## config.mk

```make
export PLATFORM = sky130hd
export DESIGN_NAME = smul_core
export DESIGN_NICKNAME = d
export VERILOG_FILES = /design/src/rtl/smul_pkg.sv /design/src/rtl/smul_ctrl.sv /design/src/rtl/smul_addsub.sv /design/src/rtl/smul_datapath.sv /design/src/rtl/smul_core.sv
export SDC_FILE = /design/constraint.sdc
export NUM_CORES = 1
export LEC_CHECK = 0
export BUFFER_PORTS_ARGS = -buffer_cell sky130_fd_sc_hd__buf_2
export CORE_ASPECT_RATIO = 1.4
export CORE_UTILIZATION = 50
export CTS_CLUSTER_SIZE = 14
export DETAILED_ROUTE_END_ITERATION = 7
export PLACE_DENSITY = 0.8
export SLEW_MARGIN = 20
export SYNTH_ARGS = -nofsm -noshare
export SYNTH_HDL_FRONTEND = slang
export SYNTH_SLANG_ARGS = --single-unit
```

## constraint.sdc

```tcl
create_clock -name clk -period 5.2 [get_ports clk]
set_input_delay 0.52 -clock clk [delete_from_list [all_inputs] [get_ports clk]]
set_output_delay 0.52 -clock clk [all_outputs]
set_load 0.01 [all_outputs]
```

## src/rtl/smul_pkg.sv

```systemverilog
package smul_pkg;
  typedef enum logic [0:0] {
    ST_IDLE = 1'b0,
    ST_RUN  = 1'b1
  } smul_state_t;
endpackage

```

## src/rtl/smul_ctrl.sv

```systemverilog
module smul_ctrl
  import smul_pkg::*;
#(
  parameter int N = 8
) (
  input  logic clk,
  input  logic rst,
  input  logic start,
  output logic load,
  output logic step,
  output logic last,
  output logic busy
);
  localparam int CW = (N > 1) ? $clog2(N) : 1;

  smul_state_t     state_q;
  logic [CW-1:0]   cnt_q;

  assign busy = (state_q == ST_RUN);
  assign load = start && !busy;
  assign step = busy;
  assign last = busy && (cnt_q == CW'(N - 1));

  always_ff @(posedge clk) begin
    if (rst) begin
      state_q <= ST_IDLE;
      cnt_q   <= '0;
    end else begin
      case (state_q)
        ST_IDLE: begin
          cnt_q <= '0;
          if (start) state_q <= ST_RUN;
        end
        ST_RUN: begin
          if (last) begin
            state_q <= ST_IDLE;
            cnt_q   <= '0;
          end else begin
            cnt_q <= cnt_q + 1'b1;
          end
        end
        default: state_q <= ST_IDLE;
      endcase
    end
  end
endmodule

```

## src/rtl/smul_addsub.sv

```systemverilog
module smul_addsub #(
  parameter int W = 9
) (
  input  logic [W-1:0] x,
  input  logic [W-1:0] y,
  input  logic         sub,
  output logic [W-1:0] sum
);
  logic [W-1:0] y_eff;

  assign y_eff = sub ? ~y : y;
  assign sum   = x + y_eff + {{(W-1){1'b0}}, sub};
endmodule

```

## src/rtl/smul_datapath.sv

```systemverilog
module smul_datapath #(
  parameter int N = 8
) (
  input  logic           clk,
  input  logic           rst,
  input  logic           load,
  input  logic           step,
  input  logic           last,
  input  logic [N-1:0]   mcand,
  input  logic [N-1:0]   mplier,
  output logic [N-1:0]   a_val,
  output logic [2*N-1:0] next_pb
);
  localparam int W = N + 1;

  logic [N-1:0] acc_q;
  logic [N-1:0] mul_q;
  logic [N-1:0] a_q;
  logic [W-1:0] acc_ext;
  logic [W-1:0] addend;
  logic [W-1:0] sum;
  logic [2*N:0] joined;

  assign acc_ext = {acc_q[N-1], acc_q};
  assign addend  = mul_q[0] ? {a_q[N-1], a_q} : '0;

  smul_addsub #(.W(W)) u_addsub (
    .x   (acc_ext),
    .y   (addend),
    .sub (last),
    .sum (sum)
  );

  assign joined  = {sum, mul_q};
  assign next_pb = joined[2*N:1];
  assign a_val   = a_q;

  always_ff @(posedge clk) begin
    if (rst) begin
      acc_q <= '0;
      mul_q <= '0;
      a_q   <= '0;
    end else if (load) begin
      acc_q <= '0;
      mul_q <= mplier;
      a_q   <= mcand;
    end else if (step) begin
      acc_q <= next_pb[2*N-1:N];
      mul_q <= next_pb[N-1:0];
    end
  end
endmodule

```

## src/rtl/smul_core.sv

```systemverilog
module smul_core #(
  parameter int N = 8
) (
  input  logic           clk,
  input  logic           rst,
  input  logic           start,
  input  logic [N-1:0]   mcand,
  input  logic [N-1:0]   mplier,
  output logic           done,
  output logic [2*N-1:0] product
);
  logic           load;
  logic           step;
  logic           last;
  logic           busy;
  logic [N-1:0]   a_val;
  logic [2*N-1:0] next_pb;

  smul_ctrl #(.N(N)) u_ctrl (
    .clk   (clk),
    .rst   (rst),
    .start (start),
    .load  (load),
    .step  (step),
    .last  (last),
    .busy  (busy)
  );

  smul_datapath #(.N(N)) u_dp (
    .clk     (clk),
    .rst     (rst),
    .load    (load),
    .step    (step),
    .last    (last),
    .mcand   (mcand),
    .mplier  (mplier),
    .a_val   (a_val),
    .next_pb (next_pb)
  );

  always_ff @(posedge clk) begin
    if (rst) begin
      done    <= 1'b0;
      product <= '0;
    end else begin
      done <= last;
      if (last) product <= next_pb;
    end
  end
endmodule

```

# --- After elaboration in Yosys (flattened, before gate mapping) ---
# Index checks and enable logic that the tools add are counted.
totals:
  register_bits: 45
  input_bits: 19
  output_inout_bits: 17
  elab_cells: 27
classes:
  muxes: 9
  n_reduce_logical: 5
  bitwise: 2
  n_eq_ne: 1
  add_sub_neg: 3
ops:
  columns: ["op", "count"]
  rows:
  - ["9-bit two-way mux", 2]
  - ["8-bit two-way mux", 2]
  - ["9-bit by 1-bit adder with 9-bit output", 1]
  - ["9-bit adder", 1]
  - ["9-bit inverter", 1]
  - ["3-bit case mux with 2 select lines", 1]
  - ["3-bit by 1-bit adder with 3-bit output, second input constant", 1]
  - ["3-bit equality test, second input constant", 1]
  - ["3-bit two-way mux", 1]
  - ["1-bit logical AND", 2]
  - ["1-bit two-way mux", 2]
  - ["1-bit case mux with 2 select lines", 1]
  - ["2-bit nonzero test", 1]
  - ["2-bit OR reduction", 1]
  - ["1-bit zero test", 1]
  - ["1-bit inverter", 1]

# --- Logic depth before layout (Yosys ltp) ---
# Gate-level depths: netlist (run 1).
logic_depth:
  depth_word: 7
  ltp_mapped: 12
  mapped_depth_nobuf: 11

# --- Cells and area by module ---
# From an unflattened synthesis (run 1), not the netlist that was laid out.
unflattened:
  cells_unflattened: 237
  area_unflattened_um2: 2336.0
by_module_without_submodules:
  columns: ["module", "cells_each", "area_each_um2", "instances", "seq_area_each_um2"]
  rows:
  - ["smul_datapath", 104, 1067.3, 1, 480.5]
  - ["smul_core", 54, 608.1, 1, 340.3]
  - ["smul_addsub", 63, 489.2, 1, 0.0]
  - ["smul_ctrl", 16, 171.4, 1, 80.1]

# --- Worst setup path after synthesis (run 1) ---
# Ideal clock, no wire load.
synth_path:
  kind: "reg-to-reg"
  start: "register u_ctrl.cnt_q[0]"
  end: "register product[14]"
  setup_ns: 0.079
  slack_ns: 2.440
  required_ns: 5.121
  path_buffers: 1
  arrival_time_ns: 2.681
  stages_incl_launch_ff: 11
  path_cell_list: "dfxtp_1 > ha_1 > ha_1 > and2_2 > clkbuf_1 > xnor2_1 > ha_1 > a21oi_1 > o21ai_0 > or4b_2 > o211ai_1"
synth_via:
  elab_chain_cells: 5
synth_rtl:
  columns: ["element", "line", "source"]
  rows:
  - ["start, declared", "smul_ctrl.sv:17", "logic [CW-1:0] cnt_q;"]
  - ["start signal, assigned", "smul_ctrl.sv:39", "cnt_q <= cnt_q + 1'b1;"]
  - ["3-bit equality test *", "smul_ctrl.sv:22", "assign last = busy && (cnt_q == CW'(N - 1));"]
  - ["1-bit logical AND *", "smul_ctrl.sv:22", null]
  - ["9-bit two-way mux", "smul_addsub.sv:11", "assign y_eff = sub ? ~y : y;"]
  - ["9-bit adder", "smul_addsub.sv:12", "assign sum = x + y_eff + {{(W-1){1'b0}}, sub};"]
  - ["9-bit by 1-bit adder with 9-bit output", "smul_addsub.sv:12", null]
  - ["end signal, assigned", "smul_core.sv:47", "if (last) product <= next_pb;"]
  - ["end, declared", "smul_core.sv:10", "output logic [2*N-1:0] product"]
# Every way passes the cells marked *; elsewhere a longest branch is shown, timed or not.
# A chain may end at the register's enable or synchronous reset.

# --- Worst setup path after layout (run 1) ---
# Ends and elaborated chain as after synthesis.

==> results.yml, run 1 <==
yosys:
  yosys.area.top_type_share_pct: 42.0
  synth_ff_type: "dfxtp_1"
  synth-warning-count: 0
  syn_avg_cell_area_um2: 8.32
  synth_cell_types: 38
  synth_seq_cells: 45
  synth.largest_area_cell: "dfxtp_1"
  synth_edf_count: 0
  synthCells: 258
  ys_top_cells_by_area: "dfxtp_1, nand2_1, a21oi_1"
  post-synth-top-count-cell: "nand2_1"
  syn_nets: 287
  yosysSeqAreaShare_pct: 42.0
  synthesis.area_um2: 2150
  synthTopCellsByCount: "nand2_1, dfxtp_1, a21oi_1"
  async_reset_ff_share_pct: 0
clock_tree:
  cts_max_level: 2
  ctsResizeCount: 0
  cts_tree: "built"
  cts_buffers: 5
  ctsHoldBuffers: 0
  post_cts_buffers: 0
  cts.clk_slew.worst_paths_ns: 0.08
  clockBufferDepth: 2
  clkSinkCount: 45
  clkLatencyLatePin_ns: 0.30
  cts_root_buf: "clkbuf_8"
worst_setup_path:
  crit_top_cell: "ha_1"
  crit_path_top_delay_cell: "or4b_2"
  path_max_fanout: 23
  crit_family: "simple AND/OR/NAND/NOR gates"
  critPathMaxStageDelay_ns: 0.63
  startpoint: "u_ctrl.cnt_q[0]$_SDFF_PP0_"
  rr_startpoint: "u_ctrl.cnt_q[0]$_SDFF_PP0_"
  arrival_ns: 3.10
  cp.buffers_inverters: 0
  worst-setup-path-type: "reg2reg"
  cp_cell_sequence: "ha_1 -> ha_1 -> and2_2 -> xnor2_1 -> ha_1 -> a21oi_1 -> o21ai_0 -> or4b_2 -> o211ai_1"
  worstSetupEndpointType: "flop"
  start_kind: "flop"
  required_ns: 5.43
global_route:
  grt_overflow: 0
  grt_use_total_pct: 22.4
  grt_max_degree: 42
  grt_pass1_wl_mm: 7.90
  antenna_found_initial: 0
  grt_pass1_vias: 1793
routing:
  wirelength_mm: 4.62
  drt_iter0_drc: 45
  vias: 1874
  wl_per_cell_um: 14.0
  vias_per_cell: 5.68
  dr.pass1.iters: 4
  ant_nets: 0
  drc: 0
sta:
  layout_min_cycle_time_ns: 2.87
  drv_slew: 0
  tns_ns: 0
  clock.fmax_ghz: 0.348
  setup_viol: 0
  period_share_pct: 55.2
  postLayoutSetupSlackWorst_ns: 2.33
  rsz0062_at_grt: "false"
  finalHoldViolCount: 0
  clock_skew_ns: 0.00588
  worstMarginPinSlew_ns: 0.723
  slew-limit-headroom_pct: 51.8
power_and_ir_drop:
  power_w: 0.000646
  ir_worst_vdd_mv: 0.173
  leakage_nw: 1.02
  cellPowerDensity_nw_per_um2: 268
hold_path:
  min-delay-path-class: "reg2reg"
  hp-start: "u_ctrl.cnt_q[0]$_SDFF_PP0_"
status:
  status: "finished, final reports clean"
placement:
  place_congestion: 0.911
  dp_hpwl_mm: 3.16
  place_ws_ns: 2.36
  io_buffers: 35
floorplanning:
  die_y_um: 79.5
  pin_count: 36
  design.core.area_um2: 4020
  dieWidth_um: 57.4
  die_area_um2: 4560
  row_count: 27
  initial_core_util_pct: 53.4
layout:
  diodes: 0
  fillCellCount: 359
  nNetsFinal: 315
  layout-drive-gt1-share_pct: 17.8
  final_core_utilization_pct: 59.9
  syn_to_final_growth_pct: 12.1
job:
  drv_cap: 0
metal layers:
layer / vias to the layer above / GRT usage, % / wire, µm
li1: 942 / - / -
met1: 872 / 24.4 / 1900
met2: 46 / 39.7 / 2360
met3: 14 / 3.73 / 189
met4: 0 / 14.1 / 178
met5: - / 0 / 0
worst register-to-register path: stages, from the launching register on:
cell and delay [ns]:
dfxtp_1 0.34, ha_1 0.15, ha_1 0.16, and2_2 0.49, xnor2_1 0.15, ha_1 0.35
a21oi_1 0.18, o21ai_0 0.16, or4b_2 0.63, o211ai_1 0.17
cells by family after synthesis:
logic type | synth area share [%]
DFF | 42.0
buffers and inverters | 4.66
AOI/OAI and AO/OA | 15.3
adders and majority gates | 6.18
muxes | 4.43
and+or+nand+nor | 23.0
xor gates and xnor gates | 4.49
path summary, 6_finish.rpt:
check / to / slack [ns] / cells past startpoint
min: u_ctrl.cnt_q[0]$_SDFF_PP0_ / 0.43 / 1
max reg2reg: product[14]$_SDFFE_PP0P_ / 2.33 / 9
max: product[14]$_SDFFE_PP0P_ / 2.33 / 9
min reg2reg: u_ctrl.cnt_q[0]$_SDFF_PP0_ / 0.43 / 1
cell type report:
cell class	count	area, µm²	share of cell area (%)
inverters	7	27.5	1.14
multi-input cells	191	1150	47.6
clock inverters	2	13.8	0.572
clock buffers	6	82.6	3.43
repair buffers	36	183	7.59
flip-flops and latches	45	901	37.4
well taps	43	53.8	2.23
state kept, by name, indices dropped and copies added, names as in the netlist:
name	flops
product	16
u_dp.a_val	8
u_dp.acc_q	8
u_dp.mul_q	8
u_ctrl.cnt_q	3
done	1
u_ctrl.busy	1
per-stage QoR:
| stage | std cells | area, µm² | hold slack (ns) |
|---|---|---|---|
| finish | 330 | 2410 | 0.435 |
| global route | 330 | 2410 | 0.448 |
| CTS | 330 | 2410 | 0.437 |
| detailed placement | 322 | 2310 | 0.425 |
| global placement | 322 | 2310 | 0.414 |
| floorplan | 258 | 2150 | 0.404 |
placed cells by master (no fill, tap or decap):
| cell type | instances |
|---|---|
| and2_1 | 3 |
| a311o_1 | 2 |
| nand3_1 | 10 |
| xnor2_1 | 8 |
| o211ai_1 | 3 |
| buf_4 | 1 |
| nor2_1 | 24 |
| nand2_4 | 1 |
| mux2i_1 | 8 |
| clkinv_1 | 1 |
| nand2_1 | 46 |
| clkinv_2 | 2 |
| nor3_1 | 3 |
| clkbuf_8 | 6 |
| and2_2 | 1 |
| fa_1 | 1 |
| o21ai_0 | 6 |
| a21oi_1 | 30 |
| ha_1 | 9 |
| buf_2 | 35 |
| mux2_4 | 1 |
| or4_1 | 3 |
| and4_1 | 3 |
| dfxtp_1 | 45 |
| o31ai_1 | 2 |
| nand4_1 | 2 |
| a211oi_1 | 6 |
| or3_2 | 1 |
| nand2b_1 | 4 |
| inv_1 | 5 |
| o21ai_2 | 1 |
| clkinv_4 | 1 |
| a31oi_1 | 3 |
| xor2_1 | 3 |
| nor2b_1 | 2 |
| nor4_1 | 2 |
| a32oi_1 | 2 |
| or4b_2 | 1 |
where the power goes:
group	switching [W]	internal (W)
clock network	0.000119	0.000108
registers	0.00000785	0.000355
logic	0.0000355	0.0000207
total	0.000163	0.000483
No activity file was read; power rests on OpenSTA's default activity.
==> run 2, diff against run 1 <==
- clock period: 5.2 -> 2.9 ns (I/O delays scaled with it)
==> results.yml, run 2 (same netlist as run 1, synthesis figures left out) <==
status:
  status: "finished, final reports clean"
worst_setup_path:
  required_ns: 3.13
  start_kind: "flop"
  crit_family: "simple AND/OR/NAND/NOR gates"
  crit_path_top_delay_cell: "or4b_2"
  path_max_fanout: 15
  worst-setup-path-type: "reg2reg"
  crit_top_cell: "ha_1"
  reg2reg_slack_ns: 0.11
  worstSetupEndpointType: "flop"
  arrival_ns: 3.03
  cp_cell_sequence: "ha_1 -> ha_1 -> and2_2 -> xnor2_1 -> ha_1 -> a21oi_1 -> o21ai_0 -> or4b_2 -> o211ai_1"
  critPathMaxStageDelay_ns: 0.63
  cp.buffers_inverters: 0
floorplanning:
  die_area_um2: 4560
  initial_core_util_pct: 53.4
  row_count: 27
  die_y_um: 79.5
  pin_count: 36
  design.core.area_um2: 4020
  dieWidth_um: 57.4
layout:
  largest_reg_flops: 16
  fillCellCount: 352
  seqCellArea_um2: 901
  multi_input_area_um2: 1160
  layout-drive-gt1-share_pct: 19.4
  nNetsFinal: 317
  top_register: "product"
  layout_commonest_cell: "nand2_1"
  diodes: 0
  syn_to_final_growth_pct: 14.6
  final_cell_mix: "nand2_1, dfxtp_1, buf_2, a21oi_1, nor2_1"
placement:
  io_buffers: 35
  dp_hpwl_mm: 3.25
  place_congestion: 0.889
  place_ws_ns: 0.126
clock_tree:
  ctsHoldBuffers: 0
  cts.clk_slew.worst_paths_ns: 0.09
  clkSinkCount: 45
  cts_max_level: 2
  cts_root_buf: "clkbuf_8"
  clockBufferDepth: 2
  post_cts_buffers: 0
  cts_buffers: 5
  cts_tree: "built"
  clkLatencyLatePin_ns: 0.30
sta:
  clock.fmax_ghz: 0.358
  clock_skew_ns: 0.00369
  period_share_pct: 96.4
  layout_min_cycle_time_ns: 2.79
  slew-limit-headroom_pct: 52.0
  worstMarginPinSlew_ns: 0.721
  finalHoldViolCount: 0
  drv_slew: 0
  postLayoutSetupSlackWorst_ns: 0.105
  setup_viol: 0
routing:
  drt_iter0_drc: 61
  vias_per_cell: 5.81
  wirelength_mm: 4.91
  wl_per_cell_um: 14.8
  drc: 0
  ant_nets: 0
  vias: 1930
  dr.pass1.iters: 5
job:
  drv_cap: 0
power_and_ir_drop:
  ir_worst_vdd_mv: 0.451
  leakage_nw: 1.04
  power_w: 0.00126
  cellPowerDensity_nw_per_um2: 510
global_route:
  grt_max_degree: 42
  grt_pass1_wl_mm: 7.88
  antenna_found_initial: 0
  grt_use_total_pct: 22.6
  grt_overflow: 0
  grt_pass1_vias: 1797
hold_path:
  min-delay-path-class: "in2reg"
## run 2: worst reg2reg max path: cells and delay by family, from the launching register on
| family | cells | cell delay, ns |
|---|---|---|
| fa+ha+maj | 3 | 0.74 |
| simple gates | 2 | 0.95 |
| xor+xnor | 1 | 0.19 |
| compound gates | 3 | 0.53 |
| flops | 1 | 0.32 |
## run 2: worst paths after layout
kind                                                  from                    endpoint  depth (start not counted)
worst max-delay path            u_ctrl.cnt_q[0]$_SDFF_PP0_    product[14]$_SDFFE_PP0P_                          9
worst min-delay path                              mcand[0]  u_dp.a_val[0]$_SDFFE_PP0P_                          3
worst min register to register  u_ctrl.cnt_q[0]$_SDFF_PP0_  u_ctrl.cnt_q[0]$_SDFF_PP0_                          1
worst max register to register  u_ctrl.cnt_q[0]$_SDFF_PP0_    product[14]$_SDFFE_PP0P_                          9
## run 2: repair_timing
action | 4_1_cts | 5_1_grt
setup endpoints to repair | 0 | 3
hold endpoints to repair | 0 | 0
resized for setup | 0 | 3
## run 2: cell type report
cell class | count | area share [%]
multi-input cells | 191 | 47.2
flip-flops and latches | 45 | 36.6
repair buffers | 38 | 8.03
clock buffers | 6 | 3.36
well taps | 43 | 2.19
clock inverters | 2 | 1.53
inverters | 7 | 1.12
## run 2: metrics by stage
step	util [%]	setup TNS, ns	hold WS [ns]	instance area (µm²)	instances
after global routing	61.2	-0.0969	0.224	2460	332
after detailed placement	57.9	0	0.430	2330	324
after floorplan	-	0	0.404	2150	258
after global placement	57.9	0	0.411	2330	324
after CTS	60.8	0	0.207	2450	332
final	61.2	0	0.215	2460	332
## run 2: routing by layer
layer	part of all wire (%)	wire length (µm)	track usage, %	vias to the layer above
met5	0	0	0	-
met4	1.9	94	12.7	0
met3	4.3	209	5.35	8
met2	52	2540	39.1	54
met1	42	2070	25.0	917
li1	-	-	-	951
## run 2: report_power, final
| part | switching [W] | total [W] | internal (W) | leakage [nW] |
|---|---|---|---|---|
| Sequential | 0.0000147 | 0.000651 | 0.000637 | 0.366 |
| Combinational | 0.0000658 | 0.000103 | 0.0000372 | 0.613 |
| Clock | 0.000221 | 0.000501 | 0.000280 | 0.0574 |
| Total | 0.000301 | 0.00126 | 0.000954 | 1.04 |
